$ cat src/rtl/wkf_pkg.sv
// Package: shared constants for the wakeup filter.
// Assumes: four wake sources, each with one filter-enable bit.
package wkf_pkg;
    localparam int WKF_NSRC   = 4;
    localparam int SRC_GPIO   = 0;
    localparam int SRC_SC1    = 1;
    localparam int SRC_SC2    = 2;
    localparam int SRC_IRQ    = 3;
    localparam int CNT_W      = 2;
    localparam int NEED_SAMP  = 3;
endpackage

$ cat src/rtl/wkf_pin_cond.sv
// Module: wkf_pin_cond
// Presents the digital view of the GPIO pins. A pin in analog mode always
// reads as logic 1.
// Assumes: the analog flags are static while the system sleeps.
module wkf_pin_cond #(
    parameter int NPIN = 8
) (
    input  logic [NPIN-1:0] pin_i,
    input  logic [NPIN-1:0] analog_i,
    output logic [NPIN-1:0] pin_o
);
    // Per-pin force-to-one for analog pins.
    for (genvar g = 0; g < NPIN; g++) begin : g_pin
        assign pin_o[g] = analog_i[g] | pin_i[g];
    end
endmodule

$ cat src/rtl/wkf_chan.sv
// Module: wkf_chan
// One wake source channel, W bits wide. It stores a reference on sleep
// entry and keeps the last three tick samples. It raises trig_o either on a
// raw difference (filter off) or on three equal, differing samples
// (filter on).
// Assumes: sleep_i and tick_i are one-cycle pulses; sleep_i wins over tick_i.
module wkf_chan
    import wkf_pkg::*;
#(
    parameter int W = 1
) (
    input  logic         clk,
    input  logic         rst_n,
    input  logic         tick_i,
    input  logic         sleep_i,
    input  logic         filt_en_i,
    input  logic [W-1:0] in_i,
    output logic         trig_o
);
    localparam logic [CNT_W-1:0] CNT_FULL = CNT_W'(NEED_SAMP);

    logic [W-1:0]     ref_q;
    logic [W-1:0]     s0_q, s1_q, s2_q;
    logic [CNT_W-1:0] cnt_q;
    logic [W-1:0]     settled_diff;

    // Reference latch, sample shift register and saturating sample count.
    always_ff @(posedge clk) begin
        if (!rst_n) begin
            ref_q <= '0;
            s0_q  <= '0;
            s1_q  <= '0;
            s2_q  <= '0;
            cnt_q <= '0;
        end else if (sleep_i) begin
            ref_q <= in_i;
            cnt_q <= '0;
        end else if (tick_i) begin
            s2_q <= s1_q;
            s1_q <= s0_q;
            s0_q <= in_i;
            if (cnt_q != CNT_FULL) cnt_q <= cnt_q + 1'b1;
        end
    end

    // Per-bit test: three equal samples that differ from the reference.
    for (genvar g = 0; g < W; g++) begin : g_bit
        assign settled_diff[g] = (s0_q[g] == s1_q[g]) && (s1_q[g] == s2_q[g])
                                 && (s0_q[g] != ref_q[g]);
    end

    // Select the filtered or the raw comparison.
    always_comb begin
        if (filt_en_i) trig_o = (cnt_q == CNT_FULL) && (|settled_diff);
        else           trig_o = |(in_i ^ ref_q);
    end

    // a sleep entry restarts the sample count.
    p_cnt_restart_r9: assert property (@(posedge clk) disable iff (!rst_n)
        sleep_i |=> (cnt_q == '0));

    // every tick outside sleep entry advances the count until it is full.
    p_cnt_step_r3: assert property (@(posedge clk) disable iff (!rst_n)
        (tick_i && !sleep_i && cnt_q != CNT_FULL) |=> (cnt_q == $past(cnt_q) + 1'b1));

    // the reference stays fixed between sleep entries.
    p_ref_hold_r9: assert property (@(posedge clk) disable iff (!rst_n)
        !sleep_i |=> $stable(ref_q));
endmodule

$ cat src/rtl/wkf_top.sv
// Module: wkf_top
// Wakeup decision for deep sleep. It combines the GPIO bank, two serial
// activity lines and one interrupt line. Each source has its own optional
// slow-tick filter. The wake output is sticky until acknowledged.
// Assumes: strobes are one-cycle pulses; sleep entry wins over acknowledge.
module wkf_top
    import wkf_pkg::*;
#(
    parameter int NPIN = 8
) (
    input  logic                clk,
    input  logic                rst_n,
    input  logic                tick_i,
    input  logic                sleep_entry_i,
    input  logic                wake_ack_i,
    input  logic [NPIN-1:0]     gpio_i,
    input  logic [NPIN-1:0]     gpio_analog_i,
    input  logic                gpio_wake_en_i,
    input  logic                sc1_act_i,
    input  logic                sc2_act_i,
    input  logic                irq_i,
    input  logic [WKF_NSRC-1:0] filt_en_i,
    output logic                wake_o
);
    logic [NPIN-1:0]     gpio_dig;
    logic [WKF_NSRC-1:0] src_trig;
    logic                any_trig;
    logic                armed_q;
    logic                wake_q;

    wkf_pin_cond #(.NPIN(NPIN)) u_pin_cond (
        .pin_i    (gpio_i),
        .analog_i (gpio_analog_i),
        .pin_o    (gpio_dig)
    );

    wkf_chan #(.W(NPIN)) u_ch_gpio (
        .clk(clk), .rst_n(rst_n), .tick_i(tick_i), .sleep_i(sleep_entry_i),
        .filt_en_i(filt_en_i[SRC_GPIO]), .in_i(gpio_dig), .trig_o(src_trig[SRC_GPIO])
    );
    wkf_chan #(.W(1)) u_ch_sc1 (
        .clk(clk), .rst_n(rst_n), .tick_i(tick_i), .sleep_i(sleep_entry_i),
        .filt_en_i(filt_en_i[SRC_SC1]), .in_i(sc1_act_i), .trig_o(src_trig[SRC_SC1])
    );
    wkf_chan #(.W(1)) u_ch_sc2 (
        .clk(clk), .rst_n(rst_n), .tick_i(tick_i), .sleep_i(sleep_entry_i),
        .filt_en_i(filt_en_i[SRC_SC2]), .in_i(sc2_act_i), .trig_o(src_trig[SRC_SC2])
    );
    wkf_chan #(.W(1)) u_ch_irq (
        .clk(clk), .rst_n(rst_n), .tick_i(tick_i), .sleep_i(sleep_entry_i),
        .filt_en_i(filt_en_i[SRC_IRQ]), .in_i(irq_i), .trig_o(src_trig[SRC_IRQ])
    );

    // Merge the sources; GPIO counts only while its global enable is set.
    assign any_trig = (src_trig[SRC_GPIO] & gpio_wake_en_i) | src_trig[SRC_SC1]
                    | src_trig[SRC_SC2] | src_trig[SRC_IRQ];

    // Arm on sleep entry, disarm on acknowledge; sticky wake while armed.
    always_ff @(posedge clk) begin
        if (!rst_n) begin
            armed_q <= 1'b0;
            wake_q  <= 1'b0;
        end else if (sleep_entry_i) begin
            armed_q <= 1'b1;
            wake_q  <= 1'b0;
        end else if (wake_ack_i) begin
            armed_q <= 1'b0;
            wake_q  <= 1'b0;
        end else if (armed_q && any_trig) begin
            wake_q  <= 1'b1;
        end
    end

    assign wake_o = wake_q;

    // the wake output holds until acknowledged or until the next sleep entry.
    p_wake_sticky_r8: assert property (@(posedge clk) disable iff (!rst_n)
        (wake_o && !wake_ack_i && !sleep_entry_i) |=> wake_o);

    // an acknowledge clears the wake output.
    p_ack_clears_r8: assert property (@(posedge clk) disable iff (!rst_n)
        wake_ack_i |=> !wake_o);

    // a sleep entry clears the wake output.
    p_sleep_clears_r9: assert property (@(posedge clk) disable iff (!rst_n)
        sleep_entry_i |=> !wake_o);

    // no wake while the block is disarmed.
    p_idle_quiet_r10: assert property (@(posedge clk) disable iff (!rst_n)
        !armed_q |-> !wake_o);
endmodule

$ cat config.mk
export PLATFORM = sky130hd
export DESIGN_NAME = wkf_top
export DESIGN_NICKNAME = d
export VERILOG_FILES = /design/src/rtl/wkf_pkg.sv /design/src/rtl/wkf_pin_cond.sv /design/src/rtl/wkf_chan.sv /design/src/rtl/wkf_top.sv
export SDC_FILE = /design/constraint.sdc
export NUM_CORES = 1
export LEC_CHECK = 0
export ABC_AREA = 0
export BUFFER_PORTS_ARGS = -buffer_cell sky130_fd_sc_hd__buf_2
export CORE_MARGIN = 4
export CORE_UTILIZATION = 35
export CTS_CLUSTER_DIAMETER = 200
export DETAILED_ROUTE_END_ITERATION = 7
export MAX_ROUTING_LAYER = met4
export SETUP_SLACK_MARGIN = 0.02
export SLEW_MARGIN = 20
export SYNTH_ARGS = -nofsm -noshare
export SYNTH_HDL_FRONTEND = slang
export SYNTH_HIERARCHICAL = 1
export SYNTH_SLANG_ARGS = --single-unit
$ cat constraint.sdc
create_clock -name clk -period 2.3 [get_ports clk]
set_input_delay 0.46 -clock clk [delete_from_list [all_inputs] [get_ports clk]]
set_output_delay 0.46 -clock clk [all_outputs]
set_load 0.01 [all_outputs]
==> qor.txt <==
P_leak -> 0.001129 µW
core area -> 7214 µm²
Clock Sinks -> 54
max-cap viol count -> 0
vias in the first global route -> 1862
Mapped Nets -> 306
Die Wd -> 93.82 µm
period utilization -> 79.36%
RD Place Congestion -> 0.7718
Cells after DPL -> 395
Setup TNS -> 0 ps
Setup Viol. Count Final -> 0
layout cells sized above 1 -> 14.47%
Worst EP required -> 2490 ps
Finished Layout Cells -> 403
yosys warns -> 6
IR drop worst, VDD -> 0.0002929 V
clk slew on worst S/H paths -> 100 ps
clock skew -> 8.004 ps
DR iter-0 viols -> 59
H-tree depth -> 2
Initial Util -> 35.73%
sequential element share of the synthesized area -> 41.94%
f_max -> 0.5478 GHz
DRC viols -> 0
DIE AREA -> 8801 µm²
Post-CTS Hold Buffers -> 0
Slew HR -> 75.67%
initial antenna violation count -> 0
drt via density -> 4.759
cts bufs inserted -> 5
Routed Antenna Nets -> 0
Setup Crit Path Kind -> reg2reg
CTS tree -> built
largest net degree at the start of global routing -> 28
crit path DAT -> 2020 ps
first-pass GRT wire length -> 8.459 mm
largest cells by area after synthesis -> dfxtp_1, mux2i_1, nand2_1
RSZ-0062 raised after global routing -> false
gr usage total -> 12.39%
drt wl/cell -> 12.37 µm
Cell Pwr Density -> 621.4 nW/µm²
Area growth, synth to finish -> 13.69%
# IOs -> 30
Root Buffer -> clkbuf_8
Final Critical Period -> 1825 ps
Worst Tran Pin Value -> 359.8 ps
critical path capture point type -> register
Tightest Hold Check Type -> in2reg
clock buffer depth -> 2
CTS resizes -> 0
vias post-DR -> 1918
DP HPWL -> 3.493 mm
syn avg cell area -> 9.441 µm²
PortBufs -> 29
Critical Path Start Type -> register
Rows -> 31
Worst-Skew Late Latency -> 310 ps
post-synthesis cell count -> 273
Final nets -> 336
Initial DRT Pass Iterations -> 4
Yosys top cell area share -> 41.94%
final wirelength -> 4.984 mm
Mapped Area -> 2577 µm²
top cell type by total area after synthesis -> dfxtp_1
outcome -> completed
postcts setup bufs -> 0
Crit Path Max Fanout -> 4
Final Max Tran Viols -> 0
total global routing overflow -> 0
Die H -> 93.82 µm
Synth async-reset ratio -> 0%
Yosys reg bits -> 54
synth unique cells -> 34
number of enable flip-flop cells after synthesis -> 0
Hold Fails Final Rpt -> 0
Inserted Diodes -> 0
Synth Flop Type -> dfxtp_1
[report_power, final]
part / total [µW] / switching (µW) / internal [µW]
Clock: 606 / 301 / 305
Combinational: 211 / 103 / 108
Sequential: 1000 / 32.5 / 971
[through the flow]
step / worst slack (ps) / power [µW] / cell area (µm²) / util [%] / hold WS [ps]
floorplan: 482.4 / 1168 / 2577 / - / 451.4
global placement: 274.4 / 1236 / 2820 / 39.09 / 464.1
detailed placement: 204.9 / 1239 / 2820 / 39.09 / 471.4
CTS: 486.1 / 1848 / 2930 / 40.62 / 400.0
global route: 303.1 / 1913 / 2930 / 40.62 / 432.8
finish: 474.6 / 1821 / 2930 / 40.62 / 417.6
[kinds of logic (layout without fill, tap and decap cells)]
kind of cell               Yosys count  after routing  share of synthesized area, %
AOI/OAI and AO/OA                   36             36                         10.19
muxes                               24             24                         9.320
xor gates and xnor gates            15             15                         5.097
DFF                                 54             54                         41.94
adders and majority gates            4              4                         1.942
and+or+nand+nor                    129            129                         29.18
buffers and inverters               11             42                         2.329
[layout by cell type (no fill, tap or decap), drive strengths merged, types with 2 or more instances in the layout]
cell type | synthesis | layout
dfxtp | 54 | 54
nand2 | 48 | 48
buf | 6 | 33
nor2b | 26 | 26
mux2i | 24 | 24
a21boi | 24 | 24
nor2 | 10 | 10
nor4b | 9 | 9
clkbuf | 4 | 8
xor2 | 8 | 8
or2 | 8 | 8
and4b | 7 | 7
xnor2 | 7 | 7
nor4 | 5 | 5
nand2b | 5 | 5
nand4b | 4 | 4
ha | 4 | 4
o211ai | 3 | 3
o21ai | 3 | 3
and2b | 3 | 3
a211oi | 2 | 2
[synthesized netlist by cell type (all sizes together) (2+ instances only)]
library cell,number
mux2i,24
a211oi,2
nor2b,26
or2,8
nand2,48
o211ai,3
xnor2,7
nand2b,5
a21boi,24
nor2,10
and2b,3
buf,6
clkbuf,4
nand4b,4
dfxtp,54
and4b,7
nor4b,9
o21ai,3
nor4,5
ha,4
xor2,8
[sequential cells by signal, summed over array words and instances, names as in the netlist, 2 cells and up]
signal,flops
u_ch_gpio/s1_q,8
u_ch_gpio/cnt_q,2
u_ch_gpio/s0_q,8
u_ch_sc1/cnt_q,2
u_ch_gpio/ref_q,8
u_ch_gpio/s2_q,8
u_ch_sc2/cnt_q,2
u_ch_irq/cnt_q,2
[layout make-up]
type,instances,area (µm²)
Inverter,1,3.754
Timing Repair Buffer,33,175.2
Clock buffer,8,110.1
Sequential cell,54,1081
Multi-Input combinational cell,208,1436
Fill cell,758,4284
Tap cell,99,123.9
[per-layer routing]
metal | GRT usage [%] | wire length [µm] | vias to the layer above
met5 | - | 0 | -
met4 | 3.971 | 55 | 0
met3 | 3.125 | 273 | 4
met2 | 19.40 | 2175 | 44
met1 | 15.70 | 2480 | 868
li1 | - | - | 1002
[worst max-delay path: stages (launching register included)]
cell,delay (ps)
dfxtp_1,390
nand4b_1,140
o41ai_1,90
nor4_1,340
nand3_1,150
a31o_1,260
a211oi_1,240
a211oi_1,100
[final timing paths]
kind              slack (ps)               start  cells past startpoint           endpoint
setup / recovery         470  u_ch_gpio/ref_q[4]                      7             wake_o
hold / removal           420          wake_ack_i                      3             wake_o
setup reg to reg         470  u_ch_gpio/ref_q[4]                      7             wake_o
hold reg to reg          480   u_ch_gpio/s2_q[1]                      2  u_ch_gpio/s2_q[1]
Power figures use the tool's default switching activity.
